--- src/rtl/dma_tag_pkg.sv ---
package dma_tag_pkg;
    localparam int LS_AW      = 18;
    localparam int EA_AW      = 32;
    localparam int LEN_W      = 15;
    localparam int TAG_W      = 5;
    localparam int NUM_TAGS   = 1 << TAG_W;
    localparam int UNIT_BYTES = 128;
    localparam int UNIT_SH    = $clog2(UNIT_BYTES);
    localparam int BEAT_W     = LEN_W - UNIT_SH + 1;

    typedef struct packed {
        logic             get;
        logic [TAG_W-1:0] tag;
        logic [LS_AW-1:0] ls;
        logic [EA_AW-1:0] ea;
        logic [LEN_W-1:0] len;
    } dma_cmd_t;

    // Number of bus units for a byte length; zero length still moves one unit.
    function automatic logic [BEAT_W-1:0] beats_of(input logic [LEN_W-1:0] len);
        logic [LEN_W:0] rounded;
        rounded = {1'b0, len} + (LEN_W+1)'(UNIT_BYTES - 1);
        if (len == '0) return BEAT_W'(1);
        return BEAT_W'(rounded >> UNIT_SH);
    endfunction
endpackage

--- src/rtl/dma_cmd_fifo.sv ---
module dma_cmd_fifo
    import dma_tag_pkg::*;
#(
    parameter int DEPTH = 16
) (
    input  logic     clk,
    input  logic     rst_n,
    input  logic     push,
    input  dma_cmd_t din,
    input  logic     pop,
    output dma_cmd_t dout,
    output logic     not_empty,
    output logic     full
);
    localparam int PTR_W = (DEPTH > 1) ? $clog2(DEPTH) : 1;
    localparam int CNT_W = $clog2(DEPTH + 1);

    dma_cmd_t           mem [DEPTH];
    logic [PTR_W-1:0]   wr_ptr;
    logic [PTR_W-1:0]   rd_ptr;
    logic [CNT_W-1:0]   count;

    function automatic logic [PTR_W-1:0] bump(input logic [PTR_W-1:0] p);
        return (p == PTR_W'(DEPTH - 1)) ? '0 : p + PTR_W'(1);
    endfunction

    always_ff @(posedge clk) begin
        if (push) mem[wr_ptr] <= din;
    end

    always_ff @(posedge clk) begin
        if (!rst_n) begin
            wr_ptr <= '0;
            rd_ptr <= '0;
            count  <= '0;
        end else begin
            if (push) wr_ptr <= bump(wr_ptr);
            if (pop)  rd_ptr <= bump(rd_ptr);
            if (push && !pop)      count <= count + CNT_W'(1);
            else if (pop && !push) count <= count - CNT_W'(1);
        end
    end

    assign dout      = mem[rd_ptr];
    assign not_empty = (count != '0);
    assign full      = (count == CNT_W'(DEPTH));
endmodule

--- src/rtl/dma_issue_fsm.sv ---
module dma_issue_fsm
    import dma_tag_pkg::*;
(
    input  logic             clk,
    input  logic             rst_n,
    input  dma_cmd_t         head,
    input  logic             head_valid,
    output logic             pop,
    output logic             bus_req,
    output logic             bus_get,
    output logic [LS_AW-1:0] bus_ls_addr,
    output logic [EA_AW-1:0] bus_ext_addr,
    input  logic             bus_ack,
    output logic             retire,
    output logic [TAG_W-1:0] retire_tag
);
    typedef enum logic [0:0] {
        S_IDLE  = 1'b0,
        S_ISSUE = 1'b1
    } issue_state_t;

    issue_state_t      state;
    issue_state_t      state_nx;
    logic [LS_AW-1:0]  cur_ls;
    logic [EA_AW-1:0]  cur_ea;
    logic [BEAT_W-1:0] beats_left;
    logic              cur_get;
    logic [TAG_W-1:0]  cur_tag;
    logic              last_beat;

    assign last_beat = (beats_left == BEAT_W'(1));

    // state register
    always_ff @(posedge clk) begin
        if (!rst_n) state <= S_IDLE;
        else        state <= state_nx;
    end

    // next state
    always_comb begin
        state_nx = state;
        unique case (state)
            S_IDLE:  if (head_valid) state_nx = S_ISSUE;             // load
            S_ISSUE: if (bus_ack && last_beat) state_nx = S_IDLE;     // finish
            default: state_nx = S_IDLE;
        endcase
    end

    // working registers of the command in issue
    always_ff @(posedge clk) begin
        if (!rst_n) begin
            cur_ls     <= '0;
            cur_ea     <= '0;
            beats_left <= '0;
            cur_get    <= 1'b0;
            cur_tag    <= '0;
        end else if (state == S_IDLE && head_valid) begin
            cur_ls     <= head.ls;
            cur_ea     <= head.ea;
            beats_left <= beats_of(head.len);
            cur_get    <= head.get;
            cur_tag    <= head.tag;
        end else if (state == S_ISSUE && bus_ack) begin          // step
            cur_ls     <= cur_ls + LS_AW'(UNIT_BYTES);
            cur_ea     <= cur_ea + EA_AW'(UNIT_BYTES);
            beats_left <= beats_left - BEAT_W'(1);
        end
    end

    // outputs
    always_comb begin
        pop          = 1'b0;
        bus_req      = 1'b0;
        retire       = 1'b0;
        unique case (state)
            S_IDLE:  pop = head_valid;
            S_ISSUE: begin
                bus_req = 1'b1;
                retire  = bus_ack && last_beat;
            end
            default: ;
        endcase
        bus_get      = cur_get;
        bus_ls_addr  = cur_ls;
        bus_ext_addr = cur_ea;
        retire_tag   = cur_tag;
    end
endmodule

--- src/rtl/dma_tag_counters.sv ---
module dma_tag_counters #(
    parameter int TAG_W = 5,
    parameter int CNT_W = 5
) (
    input  logic                  clk,
    input  logic                  rst_n,
    input  logic                  inc,
    input  logic [TAG_W-1:0]      inc_tag,
    input  logic                  dec,
    input  logic [TAG_W-1:0]      dec_tag,
    output logic [(1<<TAG_W)-1:0] tag_idle
);
    localparam int NT = 1 << TAG_W;

    for (genvar t = 0; t < NT; t++) begin : g_tag
        logic [CNT_W-1:0] cnt;
        logic             hit_inc;
        logic             hit_dec;

        assign hit_inc = inc && (inc_tag == TAG_W'(t));
        assign hit_dec = dec && (dec_tag == TAG_W'(t));

        always_ff @(posedge clk) begin
            if (!rst_n)                cnt <= '0;
            else if (hit_inc && !hit_dec) cnt <= cnt + CNT_W'(1);
            else if (hit_dec && !hit_inc) cnt <= cnt - CNT_W'(1);
        end

        assign tag_idle[t] = (cnt == '0);
    end
endmodule

--- src/rtl/dma_tag_queue.sv ---
module dma_tag_queue
    import dma_tag_pkg::*;
#(
    parameter int QUEUE_DEPTH = 16
) (
    input  logic                clk,
    input  logic                rst_n,
    input  logic                cmd_valid,
    input  logic                cmd_get,
    input  logic [TAG_W-1:0]    cmd_tag,
    input  logic [LS_AW-1:0]    cmd_ls_addr,
    input  logic [EA_AW-1:0]    cmd_ext_addr,
    input  logic [LEN_W-1:0]    cmd_len,
    output logic                cmd_stall,
    output logic                bus_req,
    output logic                bus_get,
    output logic [LS_AW-1:0]    bus_ls_addr,
    output logic [EA_AW-1:0]    bus_ext_addr,
    input  logic                bus_ack,
    input  logic [NUM_TAGS-1:0] wait_mask,
    output logic [NUM_TAGS-1:0] tag_idle,
    output logic                wait_done
);
    // queue entries plus the one in issue
    localparam int CNT_W = $clog2(QUEUE_DEPTH + 2);

    dma_cmd_t         new_cmd;
    dma_cmd_t         head;
    logic             head_valid;
    logic             pop;
    logic             accept;
    logic             retire;
    logic [TAG_W-1:0] retire_tag;

    assign new_cmd = '{get: cmd_get, tag: cmd_tag, ls: cmd_ls_addr,
                       ea: cmd_ext_addr, len: cmd_len};
    assign accept  = cmd_valid && !cmd_stall;

    dma_cmd_fifo #(.DEPTH(QUEUE_DEPTH)) u_fifo (
        .clk       (clk),
        .rst_n     (rst_n),
        .push      (accept),
        .din       (new_cmd),
        .pop       (pop),
        .dout      (head),
        .not_empty (head_valid),
        .full      (cmd_stall)
    );

    dma_issue_fsm u_issue (
        .clk          (clk),
        .rst_n        (rst_n),
        .head         (head),
        .head_valid   (head_valid),
        .pop          (pop),
        .bus_req      (bus_req),
        .bus_get      (bus_get),
        .bus_ls_addr  (bus_ls_addr),
        .bus_ext_addr (bus_ext_addr),
        .bus_ack      (bus_ack),
        .retire       (retire),
        .retire_tag   (retire_tag)
    );

    dma_tag_counters #(.TAG_W(TAG_W), .CNT_W(CNT_W)) u_tags (
        .clk      (clk),
        .rst_n    (rst_n),
        .inc      (accept),
        .inc_tag  (cmd_tag),
        .dec      (retire),
        .dec_tag  (retire_tag),
        .tag_idle (tag_idle)
    );

    // "all" wait: every selected group must be idle
    assign wait_done = &(tag_idle | ~wait_mask);
endmodule

--- config.mk ---
export PLATFORM = sky130hd
export DESIGN_NAME = dma_tag_queue
export DESIGN_NICKNAME = d
export VERILOG_FILES = /design/src/rtl/dma_tag_pkg.sv /design/src/rtl/dma_cmd_fifo.sv /design/src/rtl/dma_issue_fsm.sv /design/src/rtl/dma_tag_counters.sv /design/src/rtl/dma_tag_queue.sv
export SDC_FILE = /design/constraint.sdc
export NUM_CORES = 2
export LEC_CHECK = 0
export BUFFER_PORTS_ARGS = -buffer_cell sky130_fd_sc_hd__buf_4
export CAP_MARGIN = 30
export CORE_MARGIN = 2
export CORE_UTILIZATION = 40
export CTS_CLUSTER_DIAMETER = 150
export DETAILED_ROUTE_END_ITERATION = 10
export PLACE_DENSITY = 0.62
export SYNTH_ARGS = -nofsm -noshare
export SYNTH_HDL_FRONTEND = slang
export SYNTH_SLANG_ARGS = --single-unit
--- constraint.sdc ---
create_clock -name clk -period 18.1 [get_ports clk]
set_clock_uncertainty 0.2 [all_clocks]
set_input_delay 5.43 -clock clk [delete_from_list [all_inputs] [get_ports clk]]
set_output_delay 5.43 -clock clk [all_outputs]
set_load 0.1 [all_outputs]
==> results.json <==
{
  "die_w_um": 382.9,
  "layout-drive-gt1-share": 0.2105,
  "max_freq_mhz": 78.13,
  "critPathLaunchType": "input port",
  "pin_count": 193,
  "synthesis.instances": 3475,
  "r2r_setup_slack_ps": 13260,
  "synthToLayoutAreaGrowth_pct": 15.09,
  "maxCapViolCount": 0,
  "place_area_um2": 61250,
  "clkTransAtPathRegs_ps": 60,
  "timing.final.hold_violations": 0,
  "first_pass_iters": 7,
  "synth.area.top_cells": "edfxtp_1 (59%), mux4_2 (12%), dfxtp_1 (8.5%)",
  "place_hpwl_um": 77870,
  "die_y_um": 382.9,
  "cts_tree": "yes",
  "hold_buffers": 0,
  "gp_congestion": 0.8052,
  "post-place-cells": 5460,
  "vdd_drop_max_v": 0.0001810,
  "synth_top_area_cell": "edfxtp_1",
  "synth_edf_count": 1136,
  "run_status": "completed",
  "total_power_uw": 8814,
  "worstSetupPathType": "in2out",
  "cp_cell_sequence": "buf_4 > o21ai_0 > nand4_1 > or4_1 > nor2_1 > buf_4",
  "fin_crit_sh": 0.7071,
  "synth-main-ff-cell": "edfxtp_1",
  "crit_required_ps": 12470,
  "fillerInstances": 12170,
  "drt_iter0_markers": 2549,
  "stdcell_area_um2": 66090,
  "async_flop_share": 0,
  "ant_nets": 0,
  "synth.distinct_cells": 67,
  "clockBufferDepth": 3,
  "globalRouteTotalUtil": 0.1848,
  "fp-row-count": 139,
  "powerDensity_nw_per_um2": 133.4,
  "synthesis.nets": 3761,
  "syn_area_per_cell_um2": 16.52,
  "drv_slew": 0,
  "start_util": 0.4012,
  "wl_per_cell_um": 23.74,
  "cts_root_buf": "clkbuf_16",
  "arrival_ps": 7170,
  "grt.overflow.total": 0,
  "numCtsBuffers": 146,
  "vias": 31210,
  "clk_latency_ps": 760,
  "drcViolationCount": 0,
  "critPathCaptureType": "output port",
  "post-cts-setup-buffer-count": 0,
  "max_stage_delay_ps": 620,
  "rsz0062_at_grt": "false",
  "p_leak_uw": 0.02215,
  "ys_ff_latch": 1379,
  "fin_crit_ps": 12800,
  "viasPerCell": 5.441,
  "clock-sinks": 1379,
  "tightest_slew_ps": 1045,
  "post_cts_resized": 0,
  "grt_max_degree": 143,
  "setup_tns_ps": 0,
  "antenna_found_initial": 12,
  "drt-total-wl_um": 136200,
  "finalSetupViolCount": 0,
  "yosys_warnings": 0,
  "layout.cells.non_filler": 5735,
  "grt_pass1_wl_um": 201500,
  "dieArea_um2": 146600,
  "synth_area_um2": 57420,
  "core_um2": 143100,
  "synth_top_cell_area_share": 0.5941,
  "crit_path_max_fanout": 1,
  "nNetsFinal": 3993,
  "port_buffers": 192,
  "grt_pass1_vias": 30960,
  "slew_headroom": 0.3033,
  "crit_top_cell": "buf_4",
  "crit_slowest_cell": "or4_1",
  "h-tree-depth": 4,
  "hold_path.class": "reg2reg",
  "seq_area_frac_synth": 0.6788
}
[per-stage QoR]
step | worst slack, ps | utilization | hold WS [ps]
final | 5301 | 0.4617 | 256.1
after global placement | 5254 | 0.4265 | 248.2
after CTS | 5266 | 0.4613 | 258.8
after global routing | 5213 | 0.4617 | 273.9
after floorplan | 5104 | - | 244.5
after detailed placement | 5261 | 0.4279 | 250.9
[report_power, final]
| part | total [µW] | internal [µW] | switching, µW |
|---|---|---|---|
| clock | 2960 | 1700 | 1260 |
| sequential | 3730 | 3580 | 154 |
| combinational | 2120 | 820 | 1300 |
| total | 8810 | 6100 | 2720 |
[per-layer routing]
layer	vias up	track usage	wire [µm]
met5	-	0	101
met4	16	0.04447	2626
met3	199	0.04457	9719
met2	910	0.2972	65230
met1	16060	0.2536	58500
li1	14020	-	-
[registers in the layout (all words and copies together), names as in the netlist, named ones only]
name,cells
u_issue.retire_tag,5
u_fifo.rd_ptr,4
u_fifo.count,5
u_issue.state,1
u_issue.bus_ext_addr,32
u_issue.beats_left,9
u_fifo.mem,1136
u_issue.bus_get,1
u_fifo.wr_ptr,4
u_tags.g_tag.cnt,160
u_issue.bus_ls_addr,18
[Yosys cell counts (all sizes together), types with 4 or more instances]
cell type  instances
a211oi            29
a221oi             8
xor2              85
nand2            129
or3               38
a21o              61
and2               7
o211ai             4
inv               67
clkbuf            90
o22ai              6
edfxtp          1136
a22o               8
nor2b              7
mux4             322
a21oi            215
dfxtp            243
and3               8
or4               38
nand3             21
xnor2             83
fa                33
mux2i             33
a21boi             4
nor3              34
nand4             19
nor4              25
o21ai             84
a311oi             4
buf               74
a32oi              4
nand2b             8
nor3b              4
nor2             367
ha               146
[placed cells by master (no fill, tap or decap), drive strengths merged, types with 38 or more instances in the layout]
cell type,synthesis,layout
clkinv,2,47
nand2,129,129
dfxtp,243,243
or3,38,38
mux4,322,322
ha,146,146
or4,38,38
a21o,61,61
o21ai,84,84
xor2,85,85
xnor2,83,83
nor2,367,367
edfxtp,1136,1136
buf,74,248
a21oi,215,215
inv,67,75
clkbuf,90,207
[path summary, 6_finish.rpt]
check                                             from                      to  depth (start not counted)
worst min register to register  u_issue.bus_ls_addr[0]  u_issue.bus_ls_addr[0]                          2
worst max register to register   u_issue.beats_left[2]  u_tags.g_tag[8].cnt[4]                         14
worst max-delay path                     wait_mask[27]               wait_done                          6
worst min-delay path            u_issue.bus_ls_addr[0]  u_issue.bus_ls_addr[0]                          2
[final cells by class]
type                    instances  area [µm²]  share of cell area
inverters                      69       269.0            0.004071
well taps                    1903        2381             0.03603
clock inverters                63       721.9             0.01092
repair buffers                248        2052             0.03105
clock buffers                 207        4055             0.06136
flip-flops and latches       1379       38990              0.5900
diodes                          3       7.507           0.0001136
multi-input cells            1863       17610              0.2664
[cells by family (layout without fill, tap and decap cells)]
logic type,count (synthesis),in the layout,share of synthesized area
compound gates,450,450,0.04720
other cells,0,3,0
fa+ha+maj,179,179,0.04332
simple gates,710,710,0.05582
xor+xnor,168,168,0.02562
buf+inv,233,587,0.01665
flops,1379,1379,0.6788
mux,356,356,0.1326
[critical path: cells and delay by family]
family	cells	cell delay, ps
and+or+nand+nor	3	1120
buffers and inverters	2	410
AOI/OAI and AO/OA	1	200
(Power assumes the default switching activity.)
